$ cat src/rtl/dac_front_pkg.sv
`timescale 1ns/1ps
package dac_front_pkg;

  // Internal, active-high view of the five strobe pins
  typedef struct packed {
    logic clr;
    logic ld;
    logic sel_hi;
    logic sel_lo;
    logic wr;
  } strobe_t;

  localparam int unsigned STROBE_W = $bits(strobe_t);

endpackage

$ cat src/rtl/dac_front_sync.sv
`timescale 1ns/1ps
module dac_front_sync #(
  parameter int unsigned WIDTH  = 1,
  parameter int unsigned STAGES = 2,
  parameter logic [WIDTH-1:0] RST_VAL = '0
) (
  input  logic             clk,
  input  logic             rst,
  input  logic [WIDTH-1:0] d,
  output logic [WIDTH-1:0] q
);

  logic [WIDTH-1:0] stage_q [STAGES];

  for (genvar g = 0; g < STAGES; g++) begin : g_stage
    if (g == 0) begin : g_first
      always_ff @(posedge clk) begin
        if (rst) stage_q[g] <= RST_VAL;
        else     stage_q[g] <= d;
      end
    end else begin : g_next
      always_ff @(posedge clk) begin
        if (rst) stage_q[g] <= RST_VAL;
        else     stage_q[g] <= stage_q[g-1];
      end
    end
  end

  assign q = stage_q[STAGES-1];

endmodule

$ cat src/rtl/dac_front_stage.sv
`timescale 1ns/1ps
module dac_front_stage #(
  parameter int unsigned WIDTH = 8
) (
  input  logic             clk,
  input  logic             rst,
  input  logic             clr,
  input  logic             open_i,
  input  logic [WIDTH-1:0] d,
  output logic [WIDTH-1:0] q,
  output logic [WIDTH-1:0] q_nxt
);

  // Clear dominates, an open stage follows d, a closed stage holds
  always_comb begin
    if (clr)         q_nxt = '0;
    else if (open_i) q_nxt = d;
    else             q_nxt = q;
  end

  always_ff @(posedge clk) begin
    if (rst) q <= '0;
    else     q <= q_nxt;
  end

  // A closed stage keeps its contents (also guards R1 and R2)
  assert_closed_hold_R4: assert property (@(posedge clk) disable iff (rst)
    (!open_i && !clr) |=> $stable(q));

  // On closing, the stage shows the input from the sample before
  assert_capture_prev_R9: assert property (@(posedge clk) disable iff (rst)
    ($fell(open_i) && !clr && !$past(clr)) |-> (q == $past(d)));

  assert_clear_zero_R6: assert property (@(posedge clk) disable iff (rst)
    clr |=> (q == '0));

endmodule

$ cat src/rtl/dac_front.sv
`timescale 1ns/1ps
module dac_front #(
  parameter int unsigned CODE_W      = 12,
  parameter int unsigned LO_W        = 8,
  parameter int unsigned SYNC_STAGES = 2
) (
  input  logic              clk,
  input  logic              rst,
  input  logic              wr_n,
  input  logic              sel_lo_n,
  input  logic              sel_hi_n,
  input  logic              load_n,
  input  logic              clear_n,
  input  logic [CODE_W-1:0] data_in,
  output logic [CODE_W-1:0] code,
  output logic              code_upd
);
  import dac_front_pkg::*;

  localparam int unsigned HI_W = CODE_W - LO_W;

  logic [STROBE_W-1:0] pins_n, pins_s;
  logic [CODE_W-1:0]   data_s;
  strobe_t             act;
  logic                open_lo, open_hi;
  logic [LO_W-1:0]     lo_q, lo_nxt;
  logic [HI_W-1:0]     hi_q, hi_nxt;
  logic [CODE_W-1:0]   dac_nxt;

  assign pins_n = {clear_n, load_n, sel_hi_n, sel_lo_n, wr_n};

  // Strobes and bus share one synchronizer depth so they stay aligned
  dac_front_sync #(
    .WIDTH(STROBE_W), .STAGES(SYNC_STAGES), .RST_VAL({STROBE_W{1'b1}})
  ) u_sync_strobe (
    .clk(clk), .rst(rst), .d(pins_n), .q(pins_s)
  );

  dac_front_sync #(
    .WIDTH(CODE_W), .STAGES(SYNC_STAGES), .RST_VAL('0)
  ) u_sync_data (
    .clk(clk), .rst(rst), .d(data_in), .q(data_s)
  );

  assign act     = strobe_t'(~pins_s);
  assign open_lo = act.wr & act.sel_lo;
  assign open_hi = act.wr & act.sel_hi;

  dac_front_stage #(.WIDTH(LO_W)) u_in_lo (
    .clk(clk), .rst(rst), .clr(act.clr), .open_i(open_lo),
    .d(data_s[LO_W-1:0]), .q(lo_q), .q_nxt(lo_nxt)
  );

  dac_front_stage #(.WIDTH(HI_W)) u_in_hi (
    .clk(clk), .rst(rst), .clr(act.clr), .open_i(open_hi),
    .d(data_s[CODE_W-1:LO_W]), .q(hi_q), .q_nxt(hi_nxt)
  );

  // Second stage takes the next input-register values: chained transparency
  dac_front_stage #(.WIDTH(CODE_W)) u_dac (
    .clk(clk), .rst(rst), .clr(act.clr), .open_i(act.ld),
    .d({hi_nxt, lo_nxt}), .q(code), .q_nxt(dac_nxt)
  );

  always_ff @(posedge clk) begin
    if (rst) code_upd <= 1'b0;
    else     code_upd <= (dac_nxt != code);
  end

  assert_lo_isolated_R1: assert property (@(posedge clk) disable iff (rst)
    (open_hi && !open_lo && !act.clr) |=> $stable(lo_q));

  assert_hi_isolated_R2: assert property (@(posedge clk) disable iff (rst)
    (open_lo && !open_hi && !act.clr) |=> $stable(hi_q));

  assert_both_load_R3: assert property (@(posedge clk) disable iff (rst)
    (open_lo && open_hi && !act.clr) |=> ({hi_q, lo_q} == $past(data_s)));

  assert_pass_through_R5: assert property (@(posedge clk) disable iff (rst)
    (open_lo && open_hi && act.ld && !act.clr) |=> (code == $past(data_s)));

  assert_reset_zero_R7: assert property (@(posedge clk)
    rst |=> (code == '0 && !code_upd));

  assert_pulse_on_change_R10: assert property (@(posedge clk) disable iff (rst)
    (code != $past(code)) |-> code_upd);

  assert_pulse_only_change_R10: assert property (@(posedge clk) disable iff (rst)
    code_upd |-> (code != $past(code)));

endmodule

$ cat config.mk
export PLATFORM = sky130hd
export DESIGN_NAME = dac_front
export DESIGN_NICKNAME = d
export VERILOG_FILES = /design/src/rtl/dac_front_pkg.sv /design/src/rtl/dac_front_sync.sv /design/src/rtl/dac_front_stage.sv /design/src/rtl/dac_front.sv
export SDC_FILE = /design/constraint.sdc
export NUM_CORES = 1
export LEC_CHECK = 0
export BUFFER_PORTS_ARGS = -buffer_cell sky130_fd_sc_hd__clkbuf_2
export CORE_ASPECT_RATIO = 1.25
export CORE_MARGIN = 5
export CORE_UTILIZATION = 55
export CTS_BUF_LIST = sky130_fd_sc_hd__clkbuf_4
export CTS_CLUSTER_DIAMETER = 100
export DETAILED_ROUTE_END_ITERATION = 8
export PLACE_DENSITY = 0.79
export SETUP_SLACK_MARGIN = 0.2
export SLEW_MARGIN = 5
export SYNTH_ARGS = -nofsm -noshare
export SYNTH_HDL_FRONTEND = slang
export SYNTH_SLANG_ARGS = --single-unit
export TNS_END_PERCENT = 100
$ cat constraint.sdc
create_clock -name clk -period 4.8 [get_ports clk]
set_input_delay 0.72 -clock clk [delete_from_list [all_inputs] [get_ports clk]]
set_output_delay 0.72 -clock clk [all_outputs]
set_load 0.005 [all_outputs]
==> summary.txt <==
Power
  – Leak Pwr: 0.000964 uW
  – Comb pwr share: 3.7%
  – Sequential power share: 55.3%
  – Clock power frac: 41.0%
  – Worst IR Drop VDD: 246 uV
  – Internal power: 735 uW
  – Sw Share: 20.9%
  – Net switching power: 194 uW
  – Power, Total: 930 uW
  – Power per cell area: 372 nW/um2

Worst setup path
  – Crit Path Max Fanout: 31
  – Crit path launch: u_sync_strobe.stage_q[1][3]
  – CP Buf/Inv Count: 0
  – Startpoint Class: flop
  – Top cell family by delay on the critical path: compound AO/OA/AOI/OAI gates
  – Critical Path RT: 5030 ps
  – Critical-path top delay cell: dfxtp_1
  – Slowest stage delay, CP: 910 ps
  – Crit end category: flop
  – Crit-path cells: or4_1, o311ai_0, a22o_2, a2111oi_2, a41oi_1
  – Worst path arrival time: 2600 ps
  – CP Class: reg2reg
  – FF-to-FF Start: u_sync_strobe.stage_q[1][3]

Clocking
  – Number of setup buffers added after CTS: 0
  – CTS tree: built
  – Clk_lat worst skew: 390 ps
  – # hold bufs at CTS: 0
  – Clock slew at reported path FFs: 90 ps
  – Post-CTS sizing: 0
  – Max clock buf depth: 2
  – H-tree levels: 3
  – Sink Count: 59
  – Root buf cell: clkbuf_4
  – CTS Buf Count: 9

Status
  – Status: finished, final reports clean

Final layout
  – Commonest non-fill, non-tap cell in the layout: dfxtp_1
  – Diodes inserted: 0
  – Fraction of layout cells with a size suffix above 1: 26.4%
  – Most frequent cells in the layout: dfxtp_1, nor2b_1, clkbuf_2
  – Area grow syn2layout: 14.2%
  – Final nets: 269
  – Fin area: 2500 um2
  – Final core occ: 65.6%

Placement
  – Placer Congestion: 0.856
  – Port bufs: 31
  – Dpl hpwl: 2.43 mm
  – Cell area after placement: 2350 um2

Yosys
  – Syn Inst Count: 220
  – Net Count, Synth: 239
  – Synth async-reset ratio: 0%
  – Post-synth EDFFs: 0
  – Top FF cell, synth: dfxtp_1
  – Yosys warning total: 0
  – Post-synth cell types: 47
  – FF+latch count, synth: 59
  – Syn Area/Cell: 9.96 um2
  – Post-synth design cell area: 2190 um2
  – Register area share after synthesis: 53.9%

Routing
  – Detail-routed via count per cell: 5.00
  – DRT antenna net count: 0
  – Post-Route WL: 3.62 mm
  – DR DRC count: 0
  – Routed length per instance: 11.7 um
  – First-iteration detailed-routing DRC count: 125
  – DR pass1 iterations: 4
  – DR vias: 1541

Floorplan
  – Core area: 3820 um2
  – Die area: 5350 um2
  – Die width: 66.5 um
  – Row count: 25
  – Die H: 80.6 um
  – Initial Util: 57.4%
  – I/O pin count: 32

STA
  – Setup TNS: 0 ps
  – Tcrit/Tclk final: 49.2%
  – Fin Hold WS: 409 ps
  – Unrepaired setup endpoints after global routing: no
  – Max-slew violations: 0
  – Slew HR: 40.3%
  – Endpoints failing setup: 0
  – Worst Tran Pin Value: 895 ps
  – Hold Violations, Final: 0
  – FMAX: 423 MHz
  – Fin crit period: 2360 ps
  – Clock skew: 6.75 ps

GRT
  – First-pass GRT wire length: 6.13 mm
  – Initial antenna violation count: 0
  – Largest net degree at the start of global routing: 41
  – Global route overflow: 0
  – Gr usage total: 15.7%
  – Vias in the first global route: 1400

Hold path
  – Hold path startpoint: u_sync_strobe.stage_q[0][3]
  – HP Class: reg2reg

Job
  – Max cap viols: 0
[synth_stat cells, types with 3 or more instances]
| cell | number | share of area, % |
|---|---|---|
| nand2_1 | 9 | 1.5 |
| inv_1 | 4 | 0.69 |
| and2_1 | 3 | 0.86 |
| or2_2 | 10 | 2.9 |
| o21ai_0 | 14 | 3.2 |
| buf_4 | 3 | 1.0 |
| dfxtp_1 | 59 | 54 |
| nor2_1 | 21 | 3.6 |
| a21oi_1 | 9 | 2.1 |
| nor2b_1 | 32 | 9.1 |
| clkbuf_1 | 7 | 1.2 |
| mux2i_1 | 5 | 2.3 |
[layout make-up]
| class | count | area, um2 |
|---|---|---|
| well taps | 54 | 67.6 |
| inverters | 4 | 15.0 |
| fillers | 341 | 1310 |
| flip-flops and latches | 59 | 1180 |
| repair buffers | 31 | 155 |
| clock buffers | 10 | 75.1 |
| multi-input cells | 145 | 930 |
| clock inverters | 5 | 78.8 |
[power by group through the flow]
stage,clock [uW],sequential [uW],combinational [uW]
5_1_grt,416,516,39.5
2_1_floorplan,0,520,30.3
3_5_place_dp,0,526,35.4
4_1_cts,391,514,35.5
6_report,381,514,34.9
3_3_place_gp,0,525,34.7
[stage by stage]
stage,setup slack (ps),std cells
floorplan,3110,220
global placement,2490,293
detailed placement,2450,293
CTS,2430,308
global route,2250,308
finish,2440,308
[cells by family after synthesis]
| logic type | count (synthesis) | share of synthesized area [%] |
|---|---|---|
| mux | 6 | 2.80 |
| buf+inv | 16 | 3.65 |
| simple gates | 94 | 24.4 |
| compound gates | 45 | 15.2 |
| flops | 59 | 53.9 |
[registers in the layout, indices dropped and copies added, names as in the netlist]
| register | cells |
|---|---|
| u_sync_data.stage_q | 24 |
| u_sync_strobe.stage_q | 10 |
| u_dac.q | 12 |
| code_upd | 1 |
| u_in_lo.q | 8 |
| u_in_hi.q | 4 |
[path summary, 6_finish.rpt]
path	slack, ps	cells past startpoint	end
hold / removal	410	1	u_sync_strobe.stage_q[1][3]
hold reg to reg	410	1	u_sync_strobe.stage_q[1][3]
setup / recovery	2440	5	code_upd
setup reg to reg	2440	5	code_upd
[layer usage]
metal / GRT usage [%] / wire [um]
met1: 18.2 / 1670
met2: 23.3 / 1580
met3: 6.57 / 228
met4: 10.2 / 136
met5: 0 / 0
No activity file was read; power rests on OpenSTA's default activity.
